$ cat src/rtl/mbc_pkg.sv
package mbc_pkg;
    typedef enum logic [2:0] {
        ST_IDLE = 3'd0,
        ST_T1   = 3'd1,
        ST_T2   = 3'd2,
        ST_TW   = 3'd3,
        ST_T3   = 3'd4,
        ST_T4   = 3'd5
    } bus_state_e;
endpackage

$ cat src/rtl/mbc_fsm.sv
module mbc_fsm import mbc_pkg::*; #(
    parameter int ADDR_W = 20,
    parameter int DATA_W = 16
) (
    input  logic                     clk,
    input  logic                     rst_n,
    input  logic                     req_valid,
    input  logic [ADDR_W-1:0]        req_addr,
    input  logic [DATA_W-1:0]        req_wdata,
    input  logic                     req_mem,
    input  logic                     req_write,
    input  logic                     req_bhe,
    input  logic [ADDR_W-DATA_W-1:0] req_status,
    input  logic                     ready_in,
    output bus_state_e               state_q,
    output logic [ADDR_W-1:0]        lat_addr,
    output logic [DATA_W-1:0]        lat_wdata,
    output logic                     lat_mem,
    output logic                     lat_write,
    output logic                     lat_bhe,
    output logic [ADDR_W-DATA_W-1:0] lat_status
);
    localparam int HI_W = ADDR_W - DATA_W;

    typedef struct packed {
        bus_state_e          st;
        logic [ADDR_W-1:0]   addr;
        logic [DATA_W-1:0]   wdata;
        logic                mem;
        logic                write;
        logic                bhe;
        logic [HI_W-1:0]     status;
    } fsm_regs_t;

    fsm_regs_t r_d, r_q;

    always_comb begin
        r_d = r_q;
        case (r_q.st)
            ST_IDLE: begin
                if (req_valid) begin
                    r_d.st     = ST_T1;
                    r_d.addr   = req_addr;
                    r_d.wdata  = req_wdata;
                    r_d.mem    = req_mem;
                    r_d.write  = req_write;
                    r_d.bhe    = req_bhe;
                    r_d.status = req_status;
                end
            end
            ST_T1:          r_d.st = ST_T2;
            ST_T2, ST_TW:   r_d.st = ready_in ? ST_T3 : ST_TW;
            ST_T3:          r_d.st = ST_T4;
            ST_T4:          r_d.st = ST_IDLE;
            default:        r_d.st = ST_IDLE;
        endcase
    end

    always_ff @(posedge clk) begin
        if (!rst_n) r_q <= '0;
        else        r_q <= r_d;
    end

    assign state_q    = r_q.st;
    assign lat_addr   = r_q.addr;
    assign lat_wdata  = r_q.wdata;
    assign lat_mem    = r_q.mem;
    assign lat_write  = r_q.write;
    assign lat_bhe    = r_q.bhe;
    assign lat_status = r_q.status;

    // a low ready in T2 or a wait state yields another wait state
    p_wait_hold_r5: assert property (@(posedge clk) disable iff (!rst_n)
        ((r_q.st == ST_T2 || r_q.st == ST_TW) && !ready_in) |=> (r_q.st == ST_TW));
    // a high ready moves on to T3
    p_wait_exit_r5: assert property (@(posedge clk) disable iff (!rst_n)
        ((r_q.st == ST_T2 || r_q.st == ST_TW) && ready_in) |=> (r_q.st == ST_T3));
    // idle plus a request starts T1
    p_accept_r2: assert property (@(posedge clk) disable iff (!rst_n)
        (r_q.st == ST_IDLE && req_valid) |=> (r_q.st == ST_T1));
endmodule

$ cat src/rtl/mbc_drive.sv
module mbc_drive import mbc_pkg::*; #(
    parameter int ADDR_W = 20,
    parameter int DATA_W = 16
) (
    input  bus_state_e               state_q,
    input  logic [ADDR_W-1:0]        lat_addr,
    input  logic [DATA_W-1:0]        lat_wdata,
    input  logic                     lat_mem,
    input  logic                     lat_write,
    input  logic                     lat_bhe,
    input  logic [ADDR_W-DATA_W-1:0] lat_status,
    output logic                     ale,
    output logic [DATA_W-1:0]        ad_out,
    output logic                     ad_oe,
    output logic [ADDR_W-DATA_W-1:0] hi_out,
    output logic                     m_io,
    output logic                     rd_n,
    output logic                     wr_n,
    output logic                     den_n,
    output logic                     dtr,
    output logic                     bhe_n,
    output logic                     done,
    output logic                     req_ready,
    output logic                     cap_en
);
    logic in_t1, strobe, active;

    always_comb begin
        in_t1  = (state_q == ST_T1);
        strobe = (state_q == ST_T2) || (state_q == ST_TW) || (state_q == ST_T3);
        active = (state_q != ST_IDLE);

        ale    = in_t1;
        ad_oe  = in_t1 || (strobe && lat_write);
        if (in_t1)                    ad_out = lat_addr[DATA_W-1:0];
        else if (strobe && lat_write) ad_out = lat_wdata;
        else                          ad_out = '0;

        if (in_t1)       hi_out = lat_addr[ADDR_W-1:DATA_W];
        else if (active) hi_out = lat_status;
        else             hi_out = '0;

        m_io      = active && lat_mem;
        dtr       = active && lat_write;
        rd_n      = !(strobe && !lat_write);
        wr_n      = !(strobe && lat_write);
        den_n     = !strobe;
        bhe_n     = !((in_t1 || strobe) && lat_bhe);
        done      = (state_q == ST_T4);
        req_ready = !active;
        cap_en    = (state_q == ST_T3) && !lat_write;
    end
endmodule

$ cat src/rtl/mbc_capture.sv
module mbc_capture #(
    parameter int DATA_W = 16
) (
    input  logic              clk,
    input  logic              rst_n,
    input  logic              cap_en,
    input  logic [DATA_W-1:0] ad_in,
    output logic [DATA_W-1:0] rd_data
);
    typedef struct packed {
        logic [DATA_W-1:0] data;
    } cap_regs_t;

    cap_regs_t c_d, c_q;

    always_comb begin
        c_d = c_q;
        if (cap_en) c_d.data = ad_in;
    end

    always_ff @(posedge clk) begin
        if (!rst_n) c_q <= '0;
        else        c_q <= c_d;
    end

    assign rd_data = c_q.data;

    // captured data holds between captures
    p_rd_hold_r6: assert property (@(posedge clk) disable iff (!rst_n)
        !cap_en |=> $stable(c_q.data));
endmodule

$ cat src/rtl/mux_bus_cycle.sv
module mux_bus_cycle import mbc_pkg::*; #(
    parameter int ADDR_W = 20,
    parameter int DATA_W = 16
) (
    input  logic                     clk,
    input  logic                     rst_n,
    input  logic                     req_valid,
    output logic                     req_ready,
    input  logic [ADDR_W-1:0]        req_addr,
    input  logic [DATA_W-1:0]        req_wdata,
    input  logic                     req_mem,
    input  logic                     req_write,
    input  logic                     req_bhe,
    input  logic [ADDR_W-DATA_W-1:0] req_status,
    input  logic                     ready_in,
    input  logic [DATA_W-1:0]        ad_in,
    output logic [DATA_W-1:0]        rd_data,
    output logic                     done,
    output logic                     ale,
    output logic [DATA_W-1:0]        ad_out,
    output logic                     ad_oe,
    output logic [ADDR_W-DATA_W-1:0] hi_out,
    output logic                     m_io,
    output logic                     rd_n,
    output logic                     wr_n,
    output logic                     den_n,
    output logic                     dtr,
    output logic                     bhe_n
);
    localparam int HI_W = ADDR_W - DATA_W;

    bus_state_e        state_q;
    logic [ADDR_W-1:0] lat_addr;
    logic [DATA_W-1:0] lat_wdata;
    logic              lat_mem, lat_write, lat_bhe, cap_en;
    logic [HI_W-1:0]   lat_status;

    mbc_fsm #(.ADDR_W(ADDR_W), .DATA_W(DATA_W)) u_fsm (
        .clk(clk), .rst_n(rst_n), .req_valid(req_valid),
        .req_addr(req_addr), .req_wdata(req_wdata), .req_mem(req_mem),
        .req_write(req_write), .req_bhe(req_bhe), .req_status(req_status),
        .ready_in(ready_in), .state_q(state_q), .lat_addr(lat_addr),
        .lat_wdata(lat_wdata), .lat_mem(lat_mem), .lat_write(lat_write),
        .lat_bhe(lat_bhe), .lat_status(lat_status)
    );

    mbc_drive #(.ADDR_W(ADDR_W), .DATA_W(DATA_W)) u_drive (
        .state_q(state_q), .lat_addr(lat_addr), .lat_wdata(lat_wdata),
        .lat_mem(lat_mem), .lat_write(lat_write), .lat_bhe(lat_bhe),
        .lat_status(lat_status), .ale(ale), .ad_out(ad_out), .ad_oe(ad_oe),
        .hi_out(hi_out), .m_io(m_io), .rd_n(rd_n), .wr_n(wr_n),
        .den_n(den_n), .dtr(dtr), .bhe_n(bhe_n), .done(done),
        .req_ready(req_ready), .cap_en(cap_en)
    );

    mbc_capture #(.DATA_W(DATA_W)) u_cap (
        .clk(clk), .rst_n(rst_n), .cap_en(cap_en), .ad_in(ad_in),
        .rd_data(rd_data)
    );

    // the address strobe lasts one clock
    p_ale_single_r2: assert property (@(posedge clk) disable iff (!rst_n)
        ale |=> !ale);
    // read and write strobes never overlap
    p_strobe_excl_r3: assert property (@(posedge clk) disable iff (!rst_n)
        !(!rd_n && !wr_n));
    // shared lines released while the read strobe is low
    p_read_float_r4: assert property (@(posedge clk) disable iff (!rst_n)
        !rd_n |-> !ad_oe);
    // everything inactive in T4, idle afterwards
    p_t4_quiet_r7: assert property (@(posedge clk) disable iff (!rst_n)
        done |-> (rd_n && wr_n && den_n && !ad_oe && !ale));
    p_t4_idle_r7: assert property (@(posedge clk) disable iff (!rst_n)
        done |=> (req_ready && !done));
endmodule

$ cat config.mk
export PLATFORM = sky130hd
export DESIGN_NAME = mux_bus_cycle
export DESIGN_NICKNAME = d
export VERILOG_FILES = /design/src/rtl/mbc_pkg.sv /design/src/rtl/mbc_fsm.sv /design/src/rtl/mbc_drive.sv /design/src/rtl/mbc_capture.sv /design/src/rtl/mux_bus_cycle.sv
export SDC_FILE = /design/constraint.sdc
export NUM_CORES = 1
export LEC_CHECK = 0
export CAP_MARGIN = 0
export CORE_MARGIN = 8
export CORE_UTILIZATION = 43
export DETAILED_ROUTE_END_ITERATION = 8
export PLACE_DENSITY = 0.8
export SLEW_MARGIN = 0
export SYNTH_ARGS = -nofsm -noshare
export SYNTH_HDL_FRONTEND = slang
export SYNTH_SLANG_ARGS = --single-unit
$ cat constraint.sdc
create_clock -name clk -period 1.8 [get_ports clk]
set_input_delay 0.27 -clock clk [delete_from_list [all_inputs] [get_ports clk]]
set_output_delay 0.27 -clock clk [all_outputs]
set_load 0.05 [all_outputs]
# Word level (Yosys, flattened, before mapping)
# Index checks and enable logic that the tools add are counted.
# totals
output_inout_bits	46
ff_bits	62
elab_cells	41
inputBits	63
# classes
n_reduce_logical	20
eq_ne	6
muxes	7
# op_table
op	count
$mux 46	1
$mux 16	2
$pmux 3 s4	1
$mux 4	2
$eq 3x2->1 const B	2
$eq 3x3->1 const B	2
$logic_and 1x1->1	6
$logic_not 1->1	6
$logic_or 1x1->1	4
$eq 3x1->1 const B	1
$logic_not 3->1	1
$mux 3	1
$reduce_bool 3->1	1
$ne 2x2->1 const B	1
$reduce_and 2->1	1
$reduce_or 2->1	1

# Logic depth before layout (Yosys ltp)
# Gate-level depths: netlist (run 1).
# depth
depth_word	6
mapped_depth	6
ltp_nobuf	3

# Cells and area by module
# From an unflattened synthesis (run 1), not the netlist that was laid out.
# unflattened
cells_unflattened	364
hier_area_um2	3118.0
# by_module_without_submodules
module	cells_each	seq_area_each_um2	area_each_um2	n_inst
mbc_fsm	204	920.9	1704.1	1
mbc_drive	109	0.0	798.3	1
mbc_capture	51	320.3	615.6	1

# Least setup slack after synthesis (run 1)
# No wires, ideal clock.
# synth_path
kind	register to output
startpoint	register u_fsm.r_q (netlist bit u_fsm.state_q[2])
endpoint	output port dtr
setup_slack_ns	-0.458
t_required_ns	1.530
path_stages_with_launch	5
path_buffers	1
t_arrival_ns	1.988
path_cell_list	dfxtp_1 > buf_4 > or2_2 > nor2_1 > nor2b_1
# synth_between
elab_chain_len	2
# synth_lines
item	line_no	source
start: declaration	mbc_fsm.sv:35	fsm_regs_t r_d, r_q;
start signal: assignment	mbc_fsm.sv:61	else r_q <= r_d;
$reduce_bool 3->1	mbc_drive.sv:31	active = (state_q != ST_IDLE);
$logic_and 1x1->1	mbc_drive.sv:44	dtr = active && lat_write;
end: declaration	mux_bus_cycle.sv:27	output logic dtr,
# Every way passes these cells.

# Final worst setup path (run 1)
# layout_path
startpoint	register u_fsm.r_q (netlist bit u_fsm.state_q[2])
endpoint	output port ad_out[7]
# layout_between
elab_chain_len	6
word_cells_on_any_way	9
cone_classes	eq/ne (4); mux (2); reduce/logical (3)
# layout_lines
item	line_no	source
$eq 3x2->1	mbc_drive.sv:30	strobe = (state_q == ST_T2) || (state_q == ST_TW) || (state_q == ST_T3);
$logic_or 1x1->1 (2 in series)	mbc_drive.sv:30	
$logic_and 1x1->1	mbc_drive.sv:36	else if (strobe && lat_write) ad_out = lat_wdata;
$mux 16	mbc_drive.sv:36	
$mux 16 *	mbc_drive.sv:35	if (in_t1) ad_out = lat_addr[DATA_W-1:0];
end: declaration	mux_bus_cycle.sv:20	output logic [DATA_W-1:0] ad_out,
# Every way passes the cells marked *; elsewhere a longest branch is shown, timed or not.

==> results.md, run 1 <==
- Mapped Nets: 392
- Final hold viol count: 0
- Initial core utilization: 0.4477
- Crit path max fanout: 8
- Fmax: around 530 MHz
- Metal-1 WL: 3369 um
- Met2 WL: between 3000 and 4000 um
- Hold_buf cts: 0
- DRC violations left: 0
- Grt total ovfl: 0
- Core ar.: 0.005956 mm2
- Setup ws final: -96.96 ps
- Min Clock Period, post-route: 1897 ps
- Layout Skew: 4.900 ps
- Sequential fraction of the synthesis area: 0.4655
- Vias: 2665
- Post-Syn Area per Cell: 8.104 um2
- Layout Utilization: 0.7384
- Final Non-Filler Cells: 512
- CTS Buf Count: 9
- Inst Count DP: 493
- Die H: 94.75 um
- Synth-to-Final Area Change: 64.95%
- Antenna violations before repair: 0
- Top delay family on crit path: flip-flops
- Hpwl dp: 5400 um
- DR WL/cell: 16.09 um
- Critical Path Max Stage Delay: 380 ps
- Critical path required time: 1530 ps
- Ys Warns: 0
- RD Place Congestion: 0.7741
- Final setup violation count: 18
- Skew-Pair Late Insertion Delay: 330 ps
- Power Dens Cells: between 700 and 800 mW/mm2
- RSZ-0062 raised after global routing: true
- DR vias/cell: between 5 and 6
- Number of DRC markers in iteration 0: 119
- Peak VDD IR: around 0.54 mV
- Metal3 WL: 836 um
- Mapped Cells: 329
- Routed WL: a little over 8000 um
- Die X: 94.75 um
- Arrival @ worst endpoint: 1630 ps
- Synth Cell Area: 0.002666 mm2
- Share of cells above drive strength 1: 0.2037
- CP endpoint kind: output port
- Drt pass-1 iters: 5
- WHS: just under 300 ps
- Final nets: 500
- # port buffers: around 110
- Commonest non-fill, non-tap cell in the layout: nand2_1
- Most frequent cells in the layout: 82 x nand2_1, 75 x clkdlybuf4s50_1, 58 x dfxtp_1, 47 x nand3_1, 35 x o21ai_0
- Netlist cell types: 29
- Slew Limit Fails: 0
- Max cap viols: 0
- Crit path buf inv count: 2
- Largest net degree at the start of global routing: 87
- Die area: 0.008977 mm2
- Critical setup path kind: reg2out
- Critical-path top delay cell: dfxtp_4
- Vias in the first global route: between 2000 and 3000
- All-Layer GR Usage: 0.1724
- Top layer in use: met4
- Crit-path cells: nor3b_4 -> buf_6 -> o21a_4 -> a22o_4 -> buf_12
- Antenna Violating Nets Remaining: 0
- Worst hold path class: in2reg
- Max clock buf depth: 2
- Relative max-transition margin: 0.6538
- P_leak: 0.001679 uW
- CTS root buf: clkbuf_8
- Worst-margin pin slew: 518.4 ps
- First-pass GRT wire length: 12240 um
- H-Tree Level Count: 3
- Failing checks: negative setup slack
- CTS tree: done
- Num rows: 28
- Antenna diode count: 0
- Tcrit/Tclk final: 1.054
- Count of state elements after synthesis: 62
- Clk slew on worst S/H paths: ~60 ps
- Number of I/O pins: 109
- Clk sink count: a little over 60
- Startpoint types: flip-flop
- Outcome: finished with violations
==> Yosys cell counts (all sizes together) <==
master,count,area [um2]
o21a,1,15.01
dfxtp,62,1241
a22o,15,131.4
a2111oi,1,8.760
buf,16,152.6
a21oi,19,95.09
nand2,83,311.6
o21ai,45,225.2
nor2b,4,25.02
inv,3,11.26
or4b,1,13.76
o22ai,1,6.260
a32oi,1,8.760
nor3b,1,18.77
and2,2,12.52
or2,2,12.51
nand3,47,235.2
nand2b,1,6.260
clkbuf,15,57.55
nor2,6,22.52
nor4b,2,47.55
o31ai,1,7.510
==> layer usage <==
layer / vias up / track usage
met4: 0 / 0.07022
met3: 12 / 0.07540
met2: 100 / 0.2723
met5: - / 0
li1: 1337 / -
met1: 1216 / 0.2004
==> repair_timing <==
action,in CTS,in global routing
gates resized for setup,11,25
buffers inserted,2,5
endpoints found under the setup margin,22,20
cloned,0,1
pin swaps,2,7
==> final cells by class <==
cell class / instances / area [um2]
timing repair buffer: 127 / 1550
fill: 423 / 1558
tap: 75 / 93.84
clock buffer: 11 / 131.4
sequential: 62 / 1251
inverter: 3 / 11.26
multi-input combinational: 234 / 1360
==> logic make-up after synthesis <==
logic type | share of synthesized area
compound gates | 0.1868
simple gates | 0.2647
flops | 0.4655
buf+inv | 0.08305
==> worst min-delay path: stages <==
cell and delay, ps:
buf_2 170, nand2_1 80, o21ai_0 60
==> stage by stage <==
| stage | TNS, ps | setup WS, ps | power (uW) | cell area, um2 |
|---|---|---|---|---|
| floorplan | -277.6 | -138.8 | 2088 | 2691 |
| global placement | 0 | 165.3 | 2474 | 4036 |
| detailed placement | 0 | 109.9 | 2490 | 4036 |
| CTS | -1118 | -89.70 | 3427 | 4210 |
| global route | -2639 | -169.8 | 3637 | 4398 |
| finish | -1275 | -96.96 | 3473 | 4398 |
==> report_power, final <==
part	total (uW)	leakage [uW]	internal [uW]	switching [uW]
Clock	925	0.0000671	462	463
Combinational	980	0.00110	461	520
Sequential	1570	0.000509	1480	86.8
Total	3470	0.00168	2400	1070
==> path summary, 6_finish.rpt <==
check / from / endpoint / slack [ps] / depth (start not counted)
worst max register to register: u_fsm.state_q[2] / u_fsm.lat_addr[6] / 240 / 5
worst min register to register: u_cap.rd_data[9] / u_cap.rd_data[9] / 460 / 2
worst min-delay path: rst_n / u_fsm.lat_bhe / 300 / 3
worst max-delay path: u_fsm.state_q[2] / ad_out[7] / -100 / 5
==> state kept, by name, indices dropped and copies added (netlist names) <==
register and count:
u_fsm.lat_status 4, u_fsm.lat_bhe 1, u_cap.rd_data 16, u_fsm.lat_mem 1, u_fsm.state_q 3, u_fsm.lat_write 1, u_fsm.lat_addr 20, u_fsm.lat_wdata 16
Note: power is estimated with default switching activity, not from simulation.
==> run 2: changes to the inputs <==
Settings changed: CAP_MARGIN 0 to not set.
==> results of run 2 <==
No change in the layout: final DEF, timing and power equal those of run 1.
==> run 3: changes to the inputs <==
Settings changed: CORE_UTILIZATION 43 to 44, CTS_BUF_LIST set to sky130_fd_sc_hd__clkbuf_8, PLACE_DENSITY 0.8 to 0.82.
==> run 3 against run 2 <==
The run still ends with negative setup slack left. Setup slack got worse by 61 ps. Global-route usage is 2.2 points higher. Sequential share of layout area fell by 0.67 points. Critical path depth is the same. Utilization is 2.7 points higher. Critical path type unchanged.
==> results.md, run 3 (same netlist as run 1, synthesis figures left out) <==
- Outcome: finished with violations
- Failing checks: negative setup slack
- Max cap viols: 0 (unchanged)
- Sequential Area: 0.001251 mm2 (unchanged)
- Largest register FFs: 20 (unchanged)
- CTS root buf: clkbuf_8
- Reg2reg start: u_fsm.state_q[1]
- Hold path depth: 3 (unchanged)
- Die area: 0.008807 mm2 (-1.9%)
- Post-layout power: 3807 uW (+9.6%)
- Routed WL: 8664 um (+5.2%)
- Layout Utilization: 0.7653 (+0.02686)
- Final hold viol count: 0 (unchanged)
- First-pass GRT wire length: 13490 um (+10%)
- Worst-margin pin slew: 558.6 ps (+40.25 ps)
- RSZ-0062 raised after global routing: true
- Critical setup path kind: reg2out
- DRC violations left: 0 (unchanged)
- Grt total ovfl: 0 (unchanged)
- R2R setup slack: 100 ps (-140 ps)
- All-Layer GR Usage: 0.1941 (+0.02168)
- Fmax: 510.7 MHz (-3.1%)
- Share of cells above drive strength 1: 0.2280 (+0.02433)
- Power Dens Cells: 845.1 mW/mm2 (+7.0%)
- Hold_sp: rst_n
- H-Tree Level Count: 3 (unchanged)
- Drt pass-1 iters: 4 (-1)
- Worst Hold End: u_fsm.state_q[1]
- Num rows: 28 (unchanged)
- Max clock buf depth: 2 (unchanged)
- Layout Skew: 9.593 ps (+4.693 ps)
- Clk sink count: 62 (unchanged)
- P_leak: 0.001771 uW (+5.5%)
- Vias: 2727 (+2.3%)
- Final nets: 501 (+0.20%)
- CTS Buf Count: 9 (unchanged)
- Min Clock Period, post-route: 1958 ps (+61.14 ps)
- Slew Limit Fails: 0 (unchanged)
- CTS tree: done
- Skew-Pair Late Insertion Delay: 340 ps (about the same)
- CP endpoint kind: output port
- Antenna Violating Nets Remaining: 0 (unchanged)
- Final setup violation count: 20 (+2)
- Die H: 93.85 um (-0.95%)
- DR WL/cell: 16.73 um (+4.0%)
- Arrival @ worst endpoint: 1690 ps (+60 ps)
- Relative max-transition margin: 0.6270 (-0.02688)
- Antenna violations before repair: 0 (unchanged)
- Vias in the first global route: 2697 (+6.3%)
- Peak VDD IR: 0.7441 mV (+37%)
- Layout fillers: 407 (-3.8%)
- Number of DRC markers in iteration 0: 160 (+34%)
- Hold_buf cts: 0 (unchanged)
- Worst hold path class: in2reg
- RD Place Congestion: 0.8018 (+3.6%)
- Crit path max fanout: 8 (unchanged)
- Startpoint types: flip-flop
- Area of the multi-input gates: 0.001399 mm2 (+2.9%)
- # port buffers: 108 (unchanged)
- Worst r2r dst: u_fsm.lat_wdata[6]
- Initial core utilization: 0.4530 (+0.005330)
- Critical path required time: 1530 ps (about the same)
- Commonest non-fill, non-tap cell in the layout: nand2_1
- Setup ws final: -158.1 ps (-61.14 ps)
- DR vias/cell: 5.264 (+1.1%)
- Antenna diode count: 0 (unchanged)
- R2r worst-path depth: 6 (+1)
- Tcrit/Tclk final: 1.088 (+0.03397)
- Number of I/O pins: 109 (unchanged)
- Most frequent cells in the layout: 82 x nand2_1, 74 x clkdlybuf4s50_1, 58 x dfxtp_1, 47 x nand3_1, 35 x o21ai_0
- Hpwl dp: 5574 um (+3.2%)
- Largest net degree at the start of global routing: 87 (unchanged)
- Clk slew on worst S/H paths: 70 ps (about the same)
- Synth-to-Final Area Change: 68.93%
- Core ar.: 0.005886 mm2 (-1.2%)
- Die X: 93.85 um (-0.95%)
==> run 3: cell types whose count changed in the layout (fill, tap and decap cells not counted), moves of 2 or more <==
cell      previous run  this run
buf_4               13        17
a22o_1               5         2
buf_6                5         2
clkinv_2             0         3
a22o_4              10        12
clkbuf_1             2         0
clkbuf_8             9        11
==> run 3: worst max-delay path by stage <==
stage / slack (ps) / cells after the start / startpoint / to
2_1_floorplan: -140 / 4 / u_fsm.state_q[2] / dtr
3_3_place_gp: 180 / 4 / u_fsm.state_q[2] / ad_out[3]
3_5_place_dp: 140 / 5 / u_fsm.state_q[1] / ad_out[13]
4_1_cts: -110 / 5 / u_fsm.state_q[2] / ad_out[9]
5_1_grt: -200 / 5 / u_fsm.state_q[1] / ad_out[1]
6_report: -160 / 5 / u_fsm.state_q[1] / ad_out[1]
==> run 3: cell type report <==
class / instances / share of cell area
Timing Repair Buffer: 128 / 0.3439
Multi-Input combinational cell: 234 / 0.3106
Sequential cell: 62 / 0.2778
Clock buffer: 11 / 0.03361
Tap cell: 75 / 0.02083
Clock inverter: 5 / 0.01083
Inverter: 3 / 0.002500
==> run 3: layer usage <==
layer	global-route usage	part of all wire	routed length [um]	up-vias
li1	-	-	-	1344
met1	0.2250	0.41	3534	1267
met2	0.3191	0.50	4298	101
met3	0.06075	0.079	681	15
met4	0.08851	0.017	149	0
met5	0	0	0	-
==> run 3: worst max-delay path, stage by stage, from the launching register on <==
cell and delay, ps:
dfxtp_4 380, nor3b_4 230, buf_6 150, o21a_4 220, a22o_1 210, buf_12 150
==> run 3: stage by stage <==
step	std cells	hold slack [ps]	TNS, ps	cell area, um2	setup slack (ps)
after detailed placement	493	442.3	0	4039	136.8
after CTS	514	249.3	-1650	4392	-111.8
after global placement	493	436.9	0	4039	182.4
after global routing	518	303.9	-2961	4504	-199.5
final	518	287.2	-2170	4504	-158.1
after floorplan	329	386.6	-277.6	2691	-138.8
==> run 3: power by group <==
group	switching, uW	internal, uW	total, uW
clock network	527	702	1230
logic	538	471	1010
registers	87.6	1480	1570
total	1150	2650	3810
==> run 3: what timing repair did <==
action | CTS | global route
pin swaps | 3 | 5
cloned | 1 | 0
gates resized for setup | 27 | 14
setup buffers | 4 | 4
endpoints found under the setup margin | 22 | 25
